**src/rtl/baud_pkg.sv**
```systemverilog
package baud_pkg;
  localparam int BYTE_W = 8;
  localparam int DIV_W  = 2 * BYTE_W;
  localparam int BUS_W  = 16;
  localparam int ACC_BIT = 7;

  typedef enum logic [1:0] {
    A_DIV_LO = 2'd0,
    A_DIV_HI = 2'd1,
    A_CTRL   = 2'd2,
    A_NONE   = 2'd3
  } reg_addr_e;

  // Divisor actually used for counting: zero is clamped to one.
  function automatic logic [DIV_W-1:0] eff_div(input logic [DIV_W-1:0] d);
    return (d == '0) ? {{(DIV_W-1){1'b0}}, 1'b1} : d;
  endfunction

  // Value loaded into the down-counter so that a tick recurs every eff_div clocks.
  function automatic logic [DIV_W-1:0] reload_val(input logic [DIV_W-1:0] d);
    return eff_div(d) - {{(DIV_W-1){1'b0}}, 1'b1};
  endfunction
endpackage

```
**src/rtl/baud_regs.sv**
```systemverilog
module baud_regs
  import baud_pkg::*;
(
  input  logic             clk,
  input  logic             rst_n,
  input  logic             wr_en,
  input  logic [1:0]       addr,
  input  logic [BYTE_W-1:0] wr_data,
  output logic [BUS_W-1:0] rd_data,
  output logic [DIV_W-1:0] divisor,
  output logic             acc_open
);
  logic [BYTE_W-1:0] ctrl_q, lo_q, hi_q;
  logic wr_ctrl, wr_lo, wr_hi;

  assign acc_open = ctrl_q[ACC_BIT];
  assign wr_ctrl  = wr_en && (addr == A_CTRL);
  assign wr_lo    = wr_en && (addr == A_DIV_LO) && acc_open;
  assign wr_hi    = wr_en && (addr == A_DIV_HI) && acc_open;
  assign divisor  = {hi_q, lo_q};

  always_ff @(posedge clk or negedge rst_n) begin
    if (!rst_n) begin
      ctrl_q <= '0;
      lo_q   <= '0;
      hi_q   <= '0;
    end else begin
      if (wr_ctrl) ctrl_q <= wr_data;
      if (wr_lo)   lo_q   <= wr_data;
      if (wr_hi)   hi_q   <= wr_data;
    end
  end

  always_comb begin
    rd_data = '0;
    case (addr)
      A_DIV_LO: if (acc_open) rd_data[BYTE_W-1:0] = lo_q;
      A_DIV_HI: if (acc_open) rd_data[BYTE_W-1:0] = hi_q;
      A_CTRL:   rd_data[BYTE_W-1:0] = ctrl_q;
      default:  rd_data = '0;
    endcase
  end

  // closed access leaves divisor bytes untouched
  a_r2_gated_lo: assert property (@(posedge clk) disable iff (!rst_n)
    (!acc_open && wr_en && addr == A_DIV_LO) |=> $stable(lo_q));
  a_r2_gated_hi: assert property (@(posedge clk) disable iff (!rst_n)
    (!acc_open && wr_en && addr == A_DIV_HI) |=> $stable(hi_q));
  // upper read bits of the control byte are zero
  a_r6_ctrl_upper_zero: assert property (@(posedge clk) disable iff (!rst_n)
    (addr == A_CTRL) |-> (rd_data[BUS_W-1:BYTE_W] == '0));
endmodule

```
**src/rtl/baud_start_det.sv**
```systemverilog
module baud_start_det (
  input  logic clk,
  input  logic rst_n,
  input  logic acc_open,
  output logic start_evt,
  output logic running
);
  logic acc_prev;

  assign start_evt = acc_prev && !acc_open && !running;

  always_ff @(posedge clk or negedge rst_n) begin
    if (!rst_n) begin
      acc_prev <= 1'b0;
      running  <= 1'b0;
    end else begin
      acc_prev <= acc_open;
      if (start_evt) running <= 1'b1;
    end
  end

  // once set, running only clears through reset
  a_r5_sticky_running: assert property (@(posedge clk) disable iff (!rst_n)
    running |=> running);
endmodule

```
**src/rtl/baud_tick_cnt.sv**
```systemverilog
module baud_tick_cnt
  import baud_pkg::*;
(
  input  logic             clk,
  input  logic             rst_n,
  input  logic             load,
  input  logic             running,
  input  logic [DIV_W-1:0] divisor,
  output logic             tick
);
  logic [DIV_W-1:0] cnt_q;
  logic             at_zero;

  assign at_zero = (cnt_q == '0);
  assign tick    = running && at_zero;

  always_ff @(posedge clk or negedge rst_n) begin
    if (!rst_n) begin
      cnt_q <= '0;
    end else if (load || tick) begin
      cnt_q <= reload_val(divisor);
    end else if (running) begin
      cnt_q <= cnt_q - {{(DIV_W-1){1'b0}}, 1'b1};
    end
  end

  // no tick while idle
  a_r3_no_tick_idle: assert property (@(posedge clk) disable iff (!rst_n)
    !running |-> !tick);
  // tick lasts a single clock unless the divisor is one
  a_r7_tick_single: assert property (@(posedge clk) disable iff (!rst_n)
    (tick && eff_div(divisor) != 1) |=> !tick);
endmodule

```
**src/rtl/baud_tick_gen.sv**
```systemverilog
module baud_tick_gen
  import baud_pkg::*;
(
  input  logic        clk,
  input  logic        rst_n,
  input  logic        wr_en,
  input  logic [1:0]  addr,
  input  logic [7:0]  wr_data,
  output logic [15:0] rd_data,
  output logic        tick,
  output logic        running
);
  logic [DIV_W-1:0] divisor;
  logic             acc_open;
  logic             start_evt;

  baud_regs u_regs (
    .clk(clk), .rst_n(rst_n), .wr_en(wr_en), .addr(addr), .wr_data(wr_data),
    .rd_data(rd_data), .divisor(divisor), .acc_open(acc_open)
  );

  baud_start_det u_start (
    .clk(clk), .rst_n(rst_n), .acc_open(acc_open),
    .start_evt(start_evt), .running(running)
  );

  baud_tick_cnt u_cnt (
    .clk(clk), .rst_n(rst_n), .load(start_evt), .running(running),
    .divisor(divisor), .tick(tick)
  );

  // running rises only after divisor access was closed
  a_r4_start_after_close: assert property (@(posedge clk) disable iff (!rst_n)
    $rose(running) |-> !$past(acc_open));
  // running never rises while access is open
  a_r10_no_start_open: assert property (@(posedge clk) disable iff (!rst_n)
    (!running && acc_open) |=> !running);
endmodule

```
**config.mk**
```make
export PLATFORM = sky130hd
export DESIGN_NAME = baud_tick_gen
export DESIGN_NICKNAME = d
export VERILOG_FILES = /design/src/rtl/baud_pkg.sv /design/src/rtl/baud_regs.sv /design/src/rtl/baud_start_det.sv /design/src/rtl/baud_tick_cnt.sv /design/src/rtl/baud_tick_gen.sv
export SDC_FILE = /design/constraint.sdc
export NUM_CORES = 1
export LEC_CHECK = 0
export BUFFER_PORTS_ARGS = -buffer_cell sky130_fd_sc_hd__buf_2
export CAP_MARGIN = 20
export CORE_MARGIN = 8
export CORE_UTILIZATION = 55
export CTS_BUF_LIST = sky130_fd_sc_hd__clkbuf_8 sky130_fd_sc_hd__clkbuf_16
export DETAILED_ROUTE_END_ITERATION = 6
export GPL_ROUTABILITY_DRIVEN = 0
export MAX_ROUTING_LAYER = met4
export PLACE_DENSITY = 0.82
export RECOVER_POWER = 100
export REMOVE_ABC_BUFFERS = 1
export SYNTH_ARGS = -nofsm -noshare
export SYNTH_HDL_FRONTEND = slang
export SYNTH_SLANG_ARGS = --single-unit
```
**constraint.sdc**
```tcl
create_clock -name clk -period 9.4 [get_ports clk]
set_input_delay 1.41 -clock clk [delete_from_list [all_inputs] [get_ports clk]]
set_output_delay 1.41 -clock clk [all_outputs]
set_load 0.03 [all_outputs]
```
Yosys cells after proc, flatten, opt, wreduce, memory -nomap -nowiden. Cells that the tools add are included.

Reduce and logical (&&, ||, !) cells: 15. Eq/ne operators: 2. $add $sub $neg: 2. Mux-type cells: 6.

Operators by type and width (number): $mux W16 (3); $logic_not A16 Y1 (2); $sub A16 B1 Y16 const B (2); $pmux W8 S3 (1); $mux W8 (2); $logic_and A1 B1 Y1 (8); $eq A2 B1 Y1 const B (1); $eq A2 B2 Y1 const B (1); $logic_not A1 Y1 (2); $logic_not A2 Y1 (1); $reduce_bool A2 Y1 (1); $logic_or A1 B1 Y1 (1).

Register bits: 42.

Logic depth before layout (Yosys ltp). Gate-level depths: netlist of run 1.

Word-level depth: 5. Gate-level depth with buffers: 14.

Modules after synthesis. Synthesis of run 1 repeated with hierarchy kept, for this count alone.

Cells, all modules: 295. Area, all modules: 2936.6 sq um.

Modules (own cells, without submodules): baud_tick_cnt (cells each 190, area an instance 1566.5 sq um, instances 1); baud_regs (cells each 100, area an instance 1293.7 sq um, instances 1); baud_start_det (cells each 5, area an instance 76.3 sq um, instances 1).

Least setup slack after synthesis of run 1. Ideal clock, no wire load.

Path type: in2out. From: input port addr[0]. To: output port rd_data[1]. Buffers on the path: 1. Cell stages on the path: 3. Arrival time: 2.616 ns. Required time: 7.990 ns. Path slack: 5.374 ns. Cells stage by stage: clkbuf_1 -> mux2i_1 -> o21ai_0.

Longest elaborated chain between the ends: 2.

RTL lines: from (decl) (RTL line baud_tick_gen.sv:7) `input logic [1:0] addr,`; $eq A2 B2 Y1 (tied with other cells) (RTL line baud_regs.sv:36) `case (addr)`; $pmux W8 S3 (*) (RTL line baud_regs.sv:36); to (decl) (RTL line baud_tick_gen.sv:9) `output logic [15:0] rd_data,`.

Mark *: on every way between the ends. The rest lies on a longest branch, timed or not.

Final worst setup path of run 1.
From: register u_cnt.cnt_q[1]. To: register u_cnt.cnt_q[10].

Longest elaborated chain between the ends: 4.

RTL lines: from (decl) (RTL line baud_tick_cnt.sv:11) `logic [DIV_W-1:0] cnt_q;`; from (signal assigned) (RTL line baud_tick_cnt.sv:21) `cnt_q <= reload_val(divisor);`; from (signal assigned) (RTL line baud_tick_cnt.sv:23) `cnt_q <= cnt_q - {{(DIV_W-1){1'b0}}, 1'b1};`; branches (longest 4 deep; another with $sub A16 B1 Y16).

Several ways; the timed one is not identified. The select of a mux whose other input is x is not followed. A chain may end at the register's enable or synchronous reset.

==> impl_results.html, run 1 <==
<table>
<tr><th>Metric</th><th>Value</th></tr>
<tr><th colspan="2">Timing</th></tr>
<tr><td>Max Freq</td><td>~0.24 GHz</td></tr>
<tr><td>Final critical-path share of the clock period</td><td>about 44%</td></tr>
<tr><td>Final Setup Violations</td><td>0</td></tr>
<tr><td>Clock tree skew after final layout</td><td>0.00309 ns</td></tr>
<tr><td>Setup TNS</td><td>0 ns</td></tr>
<tr><td>Max transition margin</td><td>-50.5%</td></tr>
<tr><td>Final Max Tran Viols</td><td>43</td></tr>
<tr><td>Final Hold Viols</td><td>0</td></tr>
<tr><td>RSZ-0062 raised after global routing</td><td>no</td></tr>
<tr><td>Transition time at the pin with the least slew margin</td><td>roughly 2.3 ns</td></tr>
<tr><td>Final critical delay including setup and external delays</td><td>~4.2 ns</td></tr>
<tr><th colspan="2">Synth</th></tr>
<tr><td>Top_reg_cell synth</td><td>sky130_fd_sc_hd__dfrtp_1</td></tr>
<tr><td>Total number of yosys warnings</td><td>0</td></tr>
<tr><td>Synth Area per Inst</td><td>between 9 and 10 um^2</td></tr>
<tr><td>Synth top area share</td><td>40.5%</td></tr>
<tr><td>Synthesized flop and latch total</td><td>42</td></tr>
<tr><td>Synthesized instance count</td><td>about 260</td></tr>
<tr><td>Number of synthesized flops with an enable pin</td><td>0</td></tr>
<tr><td>Share of async-settable or async-resettable flops after synthesis</td><td>100%</td></tr>
<tr><td>Post-synthesis cell area</td><td>about 2600 um^2</td></tr>
<tr><td>Largest area contributor in the synthesized netlist</td><td>sky130_fd_sc_hd__dfrtp_1</td></tr>
<tr><td>Register area share after synthesis</td><td>between 40% and 50%</td></tr>
<tr><td>Count of distinct cell types in the synthesized netlist</td><td>48</td></tr>
<tr><td>Dominant cells by area after synthesis</td><td>sky130_fd_sc_hd__dfrtp_1 (41%), sky130_fd_sc_hd__mux2_2 (12%), sky130_fd_sc_hd__mux2i_1 (6.2%)</td></tr>
<tr><th colspan="2">Place</th></tr>
<tr><td>HPWL Detailed</td><td>around 4.2 mm</td></tr>
<tr><td>Placed standard-cell area</td><td>about 2700 um^2</td></tr>
<tr><td>PortBufs</td><td>22</td></tr>
<tr><th colspan="2">Pwr</th></tr>
<tr><td>Internal power contribution</td><td>between 0.4 and 0.5 mW</td></tr>
<tr><td>Proportion of power drawn by flip-flops and latches</td><td>roughly 46%</td></tr>
<tr><td>Worst supply voltage drop on vdd</td><td>0.142 mV</td></tr>
<tr><td>PwrDens</td><td>roughly 260 nW/um^2</td></tr>
<tr><td>Total power consumption of the routed design</td><td>between 0.7 and 0.8 mW</td></tr>
<tr><td>Switching fraction of total power</td><td>39.3%</td></tr>
<tr><td>Power share of the clock group</td><td>between 15 and 20%</td></tr>
<tr><td>Leakage power summed over all cells</td><td>about 1.1 nW</td></tr>
<tr><td>Combinational share of power</td><td>around a third</td></tr>
<tr><td>Net switching power of the design</td><td>around 0.28 mW</td></tr>
<tr><th colspan="2">Drt</th></tr>
<tr><td>Per-cell routed wire length</td><td>around 18 um</td></tr>
<tr><td>DRC errors left</td><td>0</td></tr>
<tr><td>Aggregate routed wire length</td><td>between 6 and 7 mm</td></tr>
<tr><td>Via count</td><td>between 2000 and 2500</td></tr>
<tr><td>Highest signal layer in the routed design</td><td>met4</td></tr>
<tr><td>Antenna-violating nets left</td><td>0</td></tr>
<tr><td>Metal-1 WL</td><td>2.73 mm</td></tr>
<tr><td>Met2 wire length</td><td>2.88 mm</td></tr>
<tr><td>Detailed-routed wire length on met3</td><td>around 410 um</td></tr>
<tr><td>First-pass iteration count of the detailed router</td><td>4</td></tr>
<tr><td>Vias per cell</td><td>roughly 6.2</td></tr>
<tr><td>Count of routing violations after the opening detailed-route iteration</td><td>143</td></tr>
<tr><th colspan="2">Global routing</th></tr>
<tr><td>Final global-route overflow total</td><td>0</td></tr>
<tr><td>Pin count of the biggest net entering global routing</td><td>43</td></tr>
<tr><td>Global-route wire length before repair</td><td>around 11 mm</td></tr>
<tr><td>Antenna violations before repair</td><td>0</td></tr>
<tr><td>Via count of the first global-routing pass</td><td>2172</td></tr>
<tr><td>Total GRT Usage</td><td>roughly a fifth</td></tr>
<tr><th colspan="2">Critical path</th></tr>
<tr><td>Register-to-Register Setup Slack</td><td>roughly 5.2 ns</td></tr>
<tr><td>Required time worst endpoint</td><td>between 9 and 10 ns</td></tr>
<tr><td>Worst setup SP type</td><td>flip-flop</td></tr>
<tr><td>Type of the setup path with the least slack</td><td>reg2reg</td></tr>
<tr><td>Kind of end point of the critical path</td><td>flip-flop</td></tr>
<tr><td>Arrival time reported for the critical path endpoint</td><td>~4.4 ns</td></tr>
<tr><td>Biggest fanout along the worst timing path</td><td>19</td></tr>
<tr><th colspan="2">Finish</th></tr>
<tr><td>Layout area overhead</td><td>6.37%</td></tr>
<tr><td>Nets</td><td>around 300</td></tr>
<tr><td>FILL cells</td><td>just under 400</td></tr>
<tr><td>Share of post-route cells with drive strength above 1</td><td>between 15 and 20%</td></tr>
<tr><td>Post-route cell area</td><td>between 2000 and 3000 um^2</td></tr>
<tr><td>Diode insertion count for antenna repair</td><td>0</td></tr>
<tr><th colspan="2">CTS</th></tr>
<tr><td>Hold buffers post-CTS</td><td>0</td></tr>
<tr><td>Number of clock buffers inserted by TritonCTS</td><td>5</td></tr>
<tr><td>Clock sink count</td><td>between 40 and 50</td></tr>
<tr><td>Buffer type at the clock tree root</td><td>sky130_fd_sc_hd__clkbuf_8</td></tr>
<tr><td>Clock latency reported for the late side of the worst-skew pair</td><td>about 0.30 ns</td></tr>
<tr><td>Worst-path clk slew</td><td>approximately 0.080 ns</td></tr>
<tr><td>Buffer count from post-CTS setup fixing</td><td>0</td></tr>
<tr><td>Buffers from clock root to sink, at most</td><td>2</td></tr>
<tr><td>TritonCTS clock tree</td><td>built</td></tr>
<tr><td>Number of H-tree levels</td><td>2</td></tr>
<tr><td>Number of cells upsized or downsized after cts</td><td>0</td></tr>
<tr><th colspan="2">Run</th></tr>
<tr><td>Max-cap check violation count</td><td>1</td></tr>
<tr><th colspan="2">Die</th></tr>
<tr><td>Die boundary width</td><td>between 80 and 90 um</td></tr>
<tr><td>Initial cell density of the core</td><td>roughly 56%</td></tr>
<tr><td>Overall die area</td><td>7170 um^2</td></tr>
<tr><td>IO Count</td><td>31</td></tr>
<tr><td>Core box area</td><td>approximately 4600 um^2</td></tr>
<tr><td>Vertical die dimension</td><td>roughly 85 um</td></tr>
<tr><td>Number of placement rows</td><td>25</td></tr>
<tr><th colspan="2">Status</th></tr>
<tr><td>Run status</td><td>complete, but fails checks</td></tr>
<tr><td>Violated checks</td><td>capacitance limit, slew limit</td></tr>
<tr><th colspan="2">Min path</th></tr>
<tr><td>Worst hold path type</td><td>reg2reg</td></tr>
</table>
state kept, by name, summed over array words and instances, names as in the netlist:
name,cells
u_cnt.cnt_q,16
u_regs.ctrl_q,8
u_regs.hi_q,8
u_regs.lo_q,8
u_start.acc_prev,1
u_start.running,1
critical path: stages (launching register included):
cell and delay [ns]:
sky130_fd_sc_hd__dfrtp_1 0.42, sky130_fd_sc_hd__nor3_1 0.55, sky130_fd_sc_hd__nand4_1 0.33, sky130_fd_sc_hd__o21a_1 0.53
sky130_fd_sc_hd__a21oi_1 0.31, sky130_fd_sc_hd__ha_1 0.32, sky130_fd_sc_hd__nand3b_1 0.13, sky130_fd_sc_hd__o41ai_1 0.77
sky130_fd_sc_hd__and2_0 0.29, sky130_fd_sc_hd__mux2_2 0.35, sky130_fd_sc_hd__nor2_1 0.10
power by group through the flow:
stage	Clock [mW]	Combinational, mW	Sequential (mW)
after floorplan	0	0.202	0.308
after global placement	0	0.239	0.334
after detailed placement	0	0.247	0.337
after CTS	0.143	0.251	0.334
after global routing	0.150	0.276	0.345
final	0.141	0.244	0.334
metrics by stage:
stage | util (%) | setup WS, ns | hold slack [ns] | cells
detailed placement | 58.6 | 5.56 | 0.491 | 332
global route | 59.6 | 4.92 | 0.529 | 340
floorplan | - | 5.12 | 0.428 | 253
global placement | 58.5 | 5.60 | 0.472 | 331
finish | 59.6 | 5.23 | 0.513 | 340
CTS | 61.0 | 5.53 | 0.510 | 340
placed cells by master (no fill, tap or decap), drive strengths merged, types with 3 or more instances in the layout:
cell | Yosys | final
a211oi | 5 | 5
a21oi | 15 | 15
buf | 11 | 10
clkbuf | 6 | 20
conb | 1 | 8
dfrtp | 42 | 42
inv | 3 | 4
mux2 | 28 | 28
mux2i | 16 | 16
nand2 | 18 | 18
nand3 | 5 | 5
nor2 | 28 | 28
nor2b | 5 | 5
nor3 | 11 | 11
nor3b | 4 | 4
nor4 | 3 | 3
o21ai | 19 | 19
o41ai | 3 | 3
or3 | 4 | 4
or4 | 4 | 4
xnor2 | 5 | 5
logic make-up after synthesis:
logic type	share of synthesized area, %
multiplexers	18.3
buffers and inverters	4.44
other	0.145
flip-flops	40.5
AO/OA/AOI/OAI	15.6
AND/OR/NAND/NOR	18.4
XOR/XNOR	2.03
adder cells (fa/ha/maj)	0.483
synthesized netlist by cell type, drive strengths merged, types with 3 or more instances:
library cell   n
nor2          28
nand2         18
mux2i         16
o41ai          3
or4            4
nor3          11
nor2b          5
nor4           3
nand3          5
dfrtp         42
or3            4
a211oi         5
a21oi         15
clkbuf         6
nor3b          4
inv            3
mux2          28
o21ai         19
xnor2          5
buf           11
final cells by class:
cell class              count  area (um^2)  area share (%)
multi-input cells         208         1410            51.1
clock inverters             3         41.3            1.50
well taps                  54         67.6            2.45
inverters                   3         11.3           0.408
clock buffers               5         68.8            2.50
flip-flops and latches     42         1050            38.1
repair buffers             25          109            3.95
routing by layer:
metal  vias to the layer above  global-route usage, %
met3                         8                   3.12
met4                         0                   7.12
met2                        76                   29.3
met1                      1027                   23.7
met5                         -                      -
li1                       1002                      -
path summary, 6_finish.rpt:
| path | from | cells after the start | endpoint |
|---|---|---|---|
| worst max register to register | u_cnt.cnt_q[1] | 10 | u_cnt.cnt_q[10] |
| min in group asynchronous | rst_n | 1 | u_cnt.cnt_q[5] |
| worst min-delay path | u_regs.ctrl_q[1] | 1 | u_regs.ctrl_q[1] |
| max in group asynchronous | rst_n | 1 | u_cnt.cnt_q[13] |
| worst min register to register | u_regs.ctrl_q[1] | 1 | u_regs.ctrl_q[1] |
| worst max-delay path | u_cnt.cnt_q[1] | 10 | u_cnt.cnt_q[10] |
(Power assumes the default switching activity.)
==> run 2, diff against run 1 <==
ABC_AREA = 1   (was not set)
CORE_UTILIZATION = 53   (was 55)
clock period = 3.7 ns   (was 9.4 ns; I/O delays follow)
==> impl_results.html, run 2 <==
<table>
<tr><th>Metric</th><th>Value</th></tr>
<tr><th colspan="2">Status</th></tr>
<tr><td>Run status</td><td>complete, but fails checks (unchanged)</td></tr>
<tr><td>Violated checks</td><td>capacitance limit, slew limit (unchanged)</td></tr>
<tr><th colspan="2">Synth</th></tr>
<tr><td>Leading cell types by count after synthesis</td><td>sky130_fd_sc_hd__nand2_1 (125), sky130_fd_sc_hd__inv_1 (43), sky130_fd_sc_hd__dfrtp_1 (42) (was sky130_fd_sc_hd__dfrtp_1 (42), sky130_fd_sc_hd__mux2_2 (28), sky130_fd_sc_hd__nor2_1 (28))</td></tr>
<tr><td>Register area share after synthesis</td><td>37.3% (was 40.5%)</td></tr>
<tr><td>Largest area contributor in the synthesized netlist</td><td>sky130_fd_sc_hd__dfrtp_1 (unchanged)</td></tr>
<tr><td>Synthesized flop and latch total</td><td>42 (unchanged)</td></tr>
<tr><td>Synth top area share</td><td>37.3% (was 40.5%)</td></tr>
<tr><td>Post-synthesis cell area</td><td>2820 um^2 (was 2590 um^2)</td></tr>
<tr><td>Synthesized instance count</td><td>407 (was 263)</td></tr>
<tr><td>Total number of yosys warnings</td><td>0 (unchanged)</td></tr>
<tr><td>Dominant cells by area after synthesis</td><td>sky130_fd_sc_hd__dfrtp_1 (37%), sky130_fd_sc_hd__nand2_1 (17%), sky130_fd_sc_hd__nand3_1 (6.0%) (was sky130_fd_sc_hd__dfrtp_1 (41%), sky130_fd_sc_hd__mux2_2 (12%), sky130_fd_sc_hd__mux2i_1 (6.2%))</td></tr>
<tr><td>Dominant cell by count in the synthesized netlist</td><td>sky130_fd_sc_hd__nand2_1 (was sky130_fd_sc_hd__dfrtp_1)</td></tr>
<tr><td>Share of async-settable or async-resettable flops after synthesis</td><td>100% (unchanged)</td></tr>
<tr><td>Number of synthesized flops with an enable pin</td><td>0 (unchanged)</td></tr>
<tr><td>Count of distinct cell types in the synthesized netlist</td><td>31 (was 48)</td></tr>
<tr><td>Synth Area per Inst</td><td>6.93 um^2 (was 9.86 um^2)</td></tr>
<tr><td>Top_reg_cell synth</td><td>sky130_fd_sc_hd__dfrtp_1 (unchanged)</td></tr>
<tr><th colspan="2">CTS</th></tr>
<tr><td>Clock latency reported for the late side of the worst-skew pair</td><td>0.30 ns (about the same)</td></tr>
<tr><td>TritonCTS clock tree</td><td>built (unchanged)</td></tr>
<tr><td>Clock sink count</td><td>42 (unchanged)</td></tr>
<tr><td>Number of cells upsized or downsized after cts</td><td>0 (unchanged)</td></tr>
<tr><td>Buffers from clock root to sink, at most</td><td>2 (unchanged)</td></tr>
<tr><td>Hold buffers post-CTS</td><td>0 (unchanged)</td></tr>
<tr><td>Number of clock buffers inserted by TritonCTS</td><td>5 (unchanged)</td></tr>
<tr><td>Buffer type at the clock tree root</td><td>sky130_fd_sc_hd__clkbuf_8 (unchanged)</td></tr>
<tr><td>Number of H-tree levels</td><td>2 (unchanged)</td></tr>
<tr><td>Buffer count from post-CTS setup fixing</td><td>0 (unchanged)</td></tr>
<tr><td>Worst-path clk slew</td><td>0.08 ns (about the same)</td></tr>
<tr><th colspan="2">Finish</th></tr>
<tr><td>Layout area overhead</td><td>5.46% (was 6.37%)</td></tr>
<tr><td>Most common cell after layout, fill and taps aside</td><td>sky130_fd_sc_hd__nand2_1 (was sky130_fd_sc_hd__dfrtp_1)</td></tr>
<tr><td>Commonest cells after routing, fill and taps aside</td><td>sky130_fd_sc_hd__nand2_1 (126), sky130_fd_sc_hd__inv_1 (45), sky130_fd_sc_hd__dfrtp_1 (42) (was sky130_fd_sc_hd__dfrtp_1 (42), sky130_fd_sc_hd__nor2_1 (28), sky130_fd_sc_hd__mux2_2 (28))</td></tr>
<tr><td>Largest register FFs</td><td>16 (unchanged)</td></tr>
<tr><td>Nets</td><td>437 (was 299)</td></tr>
<tr><td>Largest Register</td><td>u_cnt.cnt_q (unchanged)</td></tr>
<tr><td>Sequential cell area</td><td>1050 um^2 (unchanged)</td></tr>
<tr><td>Share of post-route cells with drive strength above 1</td><td>11.1% (was 17.1%)</td></tr>
<tr><td>FILL cells</td><td>495 (was 393)</td></tr>
<tr><td>Area of the multi-input gates</td><td>1450 um^2 (was 1410 um^2)</td></tr>
<tr><td>Diode insertion count for antenna repair</td><td>0 (unchanged)</td></tr>
<tr><th colspan="2">Drt</th></tr>
<tr><td>Count of routing violations after the opening detailed-route iteration</td><td>288 (was 143)</td></tr>
<tr><td>First-pass iteration count of the detailed router</td><td>6 (was 4)</td></tr>
<tr><td>Per-cell routed wire length</td><td>13.9 um (was 17.9 um)</td></tr>
<tr><td>Aggregate routed wire length</td><td>6.86 mm (was 6.08 mm)</td></tr>
<tr><td>Via count</td><td>2739 (was 2113)</td></tr>
<tr><td>DRC errors left</td><td>0 (unchanged)</td></tr>
<tr><td>Vias per cell</td><td>5.54 (was 6.21)</td></tr>
<tr><td>Antenna-violating nets left</td><td>0 (unchanged)</td></tr>
<tr><th colspan="2">Die</th></tr>
<tr><td>Initial cell density of the core</td><td>55.2% (was 56.0%)</td></tr>
<tr><td>Core box area</td><td>5110 um^2 (was 4630 um^2)</td></tr>
<tr><td>Overall die area</td><td>7910 um^2 (was 7170 um^2)</td></tr>
<tr><td>IO Count</td><td>31 (unchanged)</td></tr>
<tr><td>Die boundary width</td><td>88.9 um (was 84.7 um)</td></tr>
<tr><td>Vertical die dimension</td><td>88.9 um (was 84.7 um)</td></tr>
<tr><td>Number of placement rows</td><td>26 (was 25)</td></tr>
<tr><th colspan="2">Critical path</th></tr>
<tr><td>Origin of the critical flop-to-flop path</td><td>u_regs.ctrl_q[7] (was u_cnt.cnt_q[1])</td></tr>
<tr><td>Crit path from</td><td>u_regs.ctrl_q[7] (was u_cnt.cnt_q[1])</td></tr>
<tr><td>Required time worst endpoint</td><td>3.91 ns (was 9.63 ns)</td></tr>
<tr><td>Arrival time reported for the critical path endpoint</td><td>3.08 ns (was 4.40 ns)</td></tr>
<tr><td>Kind of end point of the critical path</td><td>flip-flop (unchanged)</td></tr>
<tr><td>Biggest fanout along the worst timing path</td><td>28 (was 19)</td></tr>
<tr><td>Worst setup SP type</td><td>flip-flop (unchanged)</td></tr>
<tr><td>Type of the setup path with the least slack</td><td>reg2reg (unchanged)</td></tr>
<tr><th colspan="2">Timing</th></tr>
<tr><td>Final Max Tran Viols</td><td>43 (unchanged)</td></tr>
<tr><td>Hold WS</td><td>0.494 ns (was 0.513 ns)</td></tr>
<tr><td>Final critical-path share of the clock period</td><td>77.6% (was 44.4%)</td></tr>
<tr><td>RSZ-0062 raised after global routing</td><td>no (unchanged)</td></tr>
<tr><td>Clock tree skew after final layout</td><td>0.00978 ns (was 0.00309 ns)</td></tr>
<tr><td>Final critical delay including setup and external delays</td><td>2.87 ns (was 4.17 ns)</td></tr>
<tr><td>Transition time at the pin with the least slew margin</td><td>2.16 ns (was 2.26 ns)</td></tr>
<tr><td>Final Setup Violations</td><td>0 (unchanged)</td></tr>
<tr><td>Final Hold Viols</td><td>0 (unchanged)</td></tr>
<tr><td>Max transition margin</td><td>-43.9% (was -50.5%)</td></tr>
<tr><td>Max Freq</td><td>0.348 GHz (was 0.240 GHz)</td></tr>
<tr><td>Setup TNS</td><td>0 ns (unchanged)</td></tr>
<tr><th colspan="2">Pwr</th></tr>
<tr><td>Leakage power summed over all cells</td><td>1.52 nW (was 1.12 nW)</td></tr>
<tr><td>Worst supply voltage drop on vdd</td><td>0.318 mV (was 0.142 mV)</td></tr>
<tr><td>PwrDens</td><td>751 nW/um^2 (was 261 nW/um^2)</td></tr>
<tr><th colspan="2">Run</th></tr>
<tr><td>Max-cap check violation count</td><td>1 (unchanged)</td></tr>
<tr><th colspan="2">Min path</th></tr>
<tr><td>Worst hold path type</td><td>reg2reg (unchanged)</td></tr>
<tr><td>Worst hold start</td><td>u_cnt.cnt_q[10] (was u_regs.ctrl_q[1])</td></tr>
<tr><th colspan="2">Global routing</th></tr>
<tr><td>Pin count of the biggest net entering global routing</td><td>43 (unchanged)</td></tr>
<tr><td>Via count of the first global-routing pass</td><td>2525 (was 2172)</td></tr>
<tr><td>Total GRT Usage</td><td>19.3% (was 18.7%)</td></tr>
<tr><td>Final global-route overflow total</td><td>0 (unchanged)</td></tr>
<tr><td>Antenna violations before repair</td><td>0 (unchanged)</td></tr>
<tr><td>Global-route wire length before repair</td><td>11.7 mm (was 10.7 mm)</td></tr>
<tr><th colspan="2">Place</th></tr>
<tr><td>HPWL Detailed</td><td>5.25 mm (was 4.19 mm)</td></tr>
<tr><td>PortBufs</td><td>22 (unchanged)</td></tr>
</table>
-- run 2: changes by cell type after synthesis, sizes merged, moves of 18 or more --
cell,delta
nor2,+18
nand3,+33
inv,+44
mux2,-28
nand2,+127
-- run 2: path summary, 6_finish.rpt --
path | endpoint | slack (ns) | cells after the start
min in group asynchronous | u_cnt.cnt_q[15] | 0.88 | 1
min | u_cnt.cnt_q[10] | 0.49 | 2
min reg2reg | u_cnt.cnt_q[10] | 0.49 | 2
max in group asynchronous | u_regs.lo_q[3] | 1.59 | 1
max reg2reg | u_cnt.cnt_q[8] | 0.83 | 12
max | u_cnt.cnt_q[8] | 0.83 | 12
-- run 2: logic make-up (layout without fill, tap and decap cells) --
group / after synthesis / after routing / synth area share, %
and+or+nand+nor: 239 / 239 / 39.0
buffers and inverters: 68 / 78 / 11.4
AOI/OAI and AO/OA: 56 / 56 / 11.8
DFF: 42 / 42 / 37.3
adders and majority gates: 1 / 1 / 0.444
other: 1 / 8 / 0.133
-- run 2: routing by layer --
metal / share of wire (%) / GRT usage, % / up-vias
met5: 0 / - / -
met4: 1.4 / 6.34 / 0
met3: 7.8 / 3.40 / 12
met2: 45 / 29.9 / 128
met1: 45 / 25.0 / 1274
li1: - / - / 1325
-- run 2: report_power, final --
part           switching (mW)  leakage, nW  internal [mW]  total [mW]
clock network           0.163       0.0556          0.199       0.362
logic                   0.732        0.947          0.357        1.09
registers               0.162        0.521          0.621       0.782
total                    1.06         1.52           1.18        2.23
-- run 2: worst max-delay path, stage by stage, from the launching register on --
cell	delay, ns
sky130_fd_sc_hd__dfrtp_1	0.51
sky130_fd_sc_hd__inv_1	0.27
sky130_fd_sc_hd__nand3_2	0.52
sky130_fd_sc_hd__nand2_8	0.39
sky130_fd_sc_hd__nand2_1	0.09
sky130_fd_sc_hd__nand2_1	0.12
sky130_fd_sc_hd__ha_1	0.20
sky130_fd_sc_hd__nand3_1	0.19
sky130_fd_sc_hd__nor2_1	0.24
sky130_fd_sc_hd__nand2_1	0.08
sky130_fd_sc_hd__nand2_1	0.06
sky130_fd_sc_hd__nand2_1	0.04
sky130_fd_sc_hd__o21ai_0	0.08
-- run 2: layout make-up --
| class | count | share of cell area [%] |
|---|---|---|
| flip-flops and latches | 42 | 35.3 |
| repair buffers | 23 | 3.41 |
| clock inverters | 3 | 1.39 |
| clock buffers | 5 | 2.31 |
| well taps | 70 | 2.94 |
| inverters | 47 | 5.93 |
| multi-input cells | 304 | 48.7 |
-- run 2: metrics by stage --
stage               power (mW)  std cells  cell area, um^2  setup slack (ns)  utilization (%)
floorplan                 1.61        393             2700              1.41                -
global placement          1.86        486             2910              1.19             56.9
detailed placement        1.89        486             2910              1.09             56.9
CTS                       2.26        494             3020              1.06             59.1
global route              2.43        494             2970             0.493             58.2
finish                    2.23        494             2970             0.829             58.2
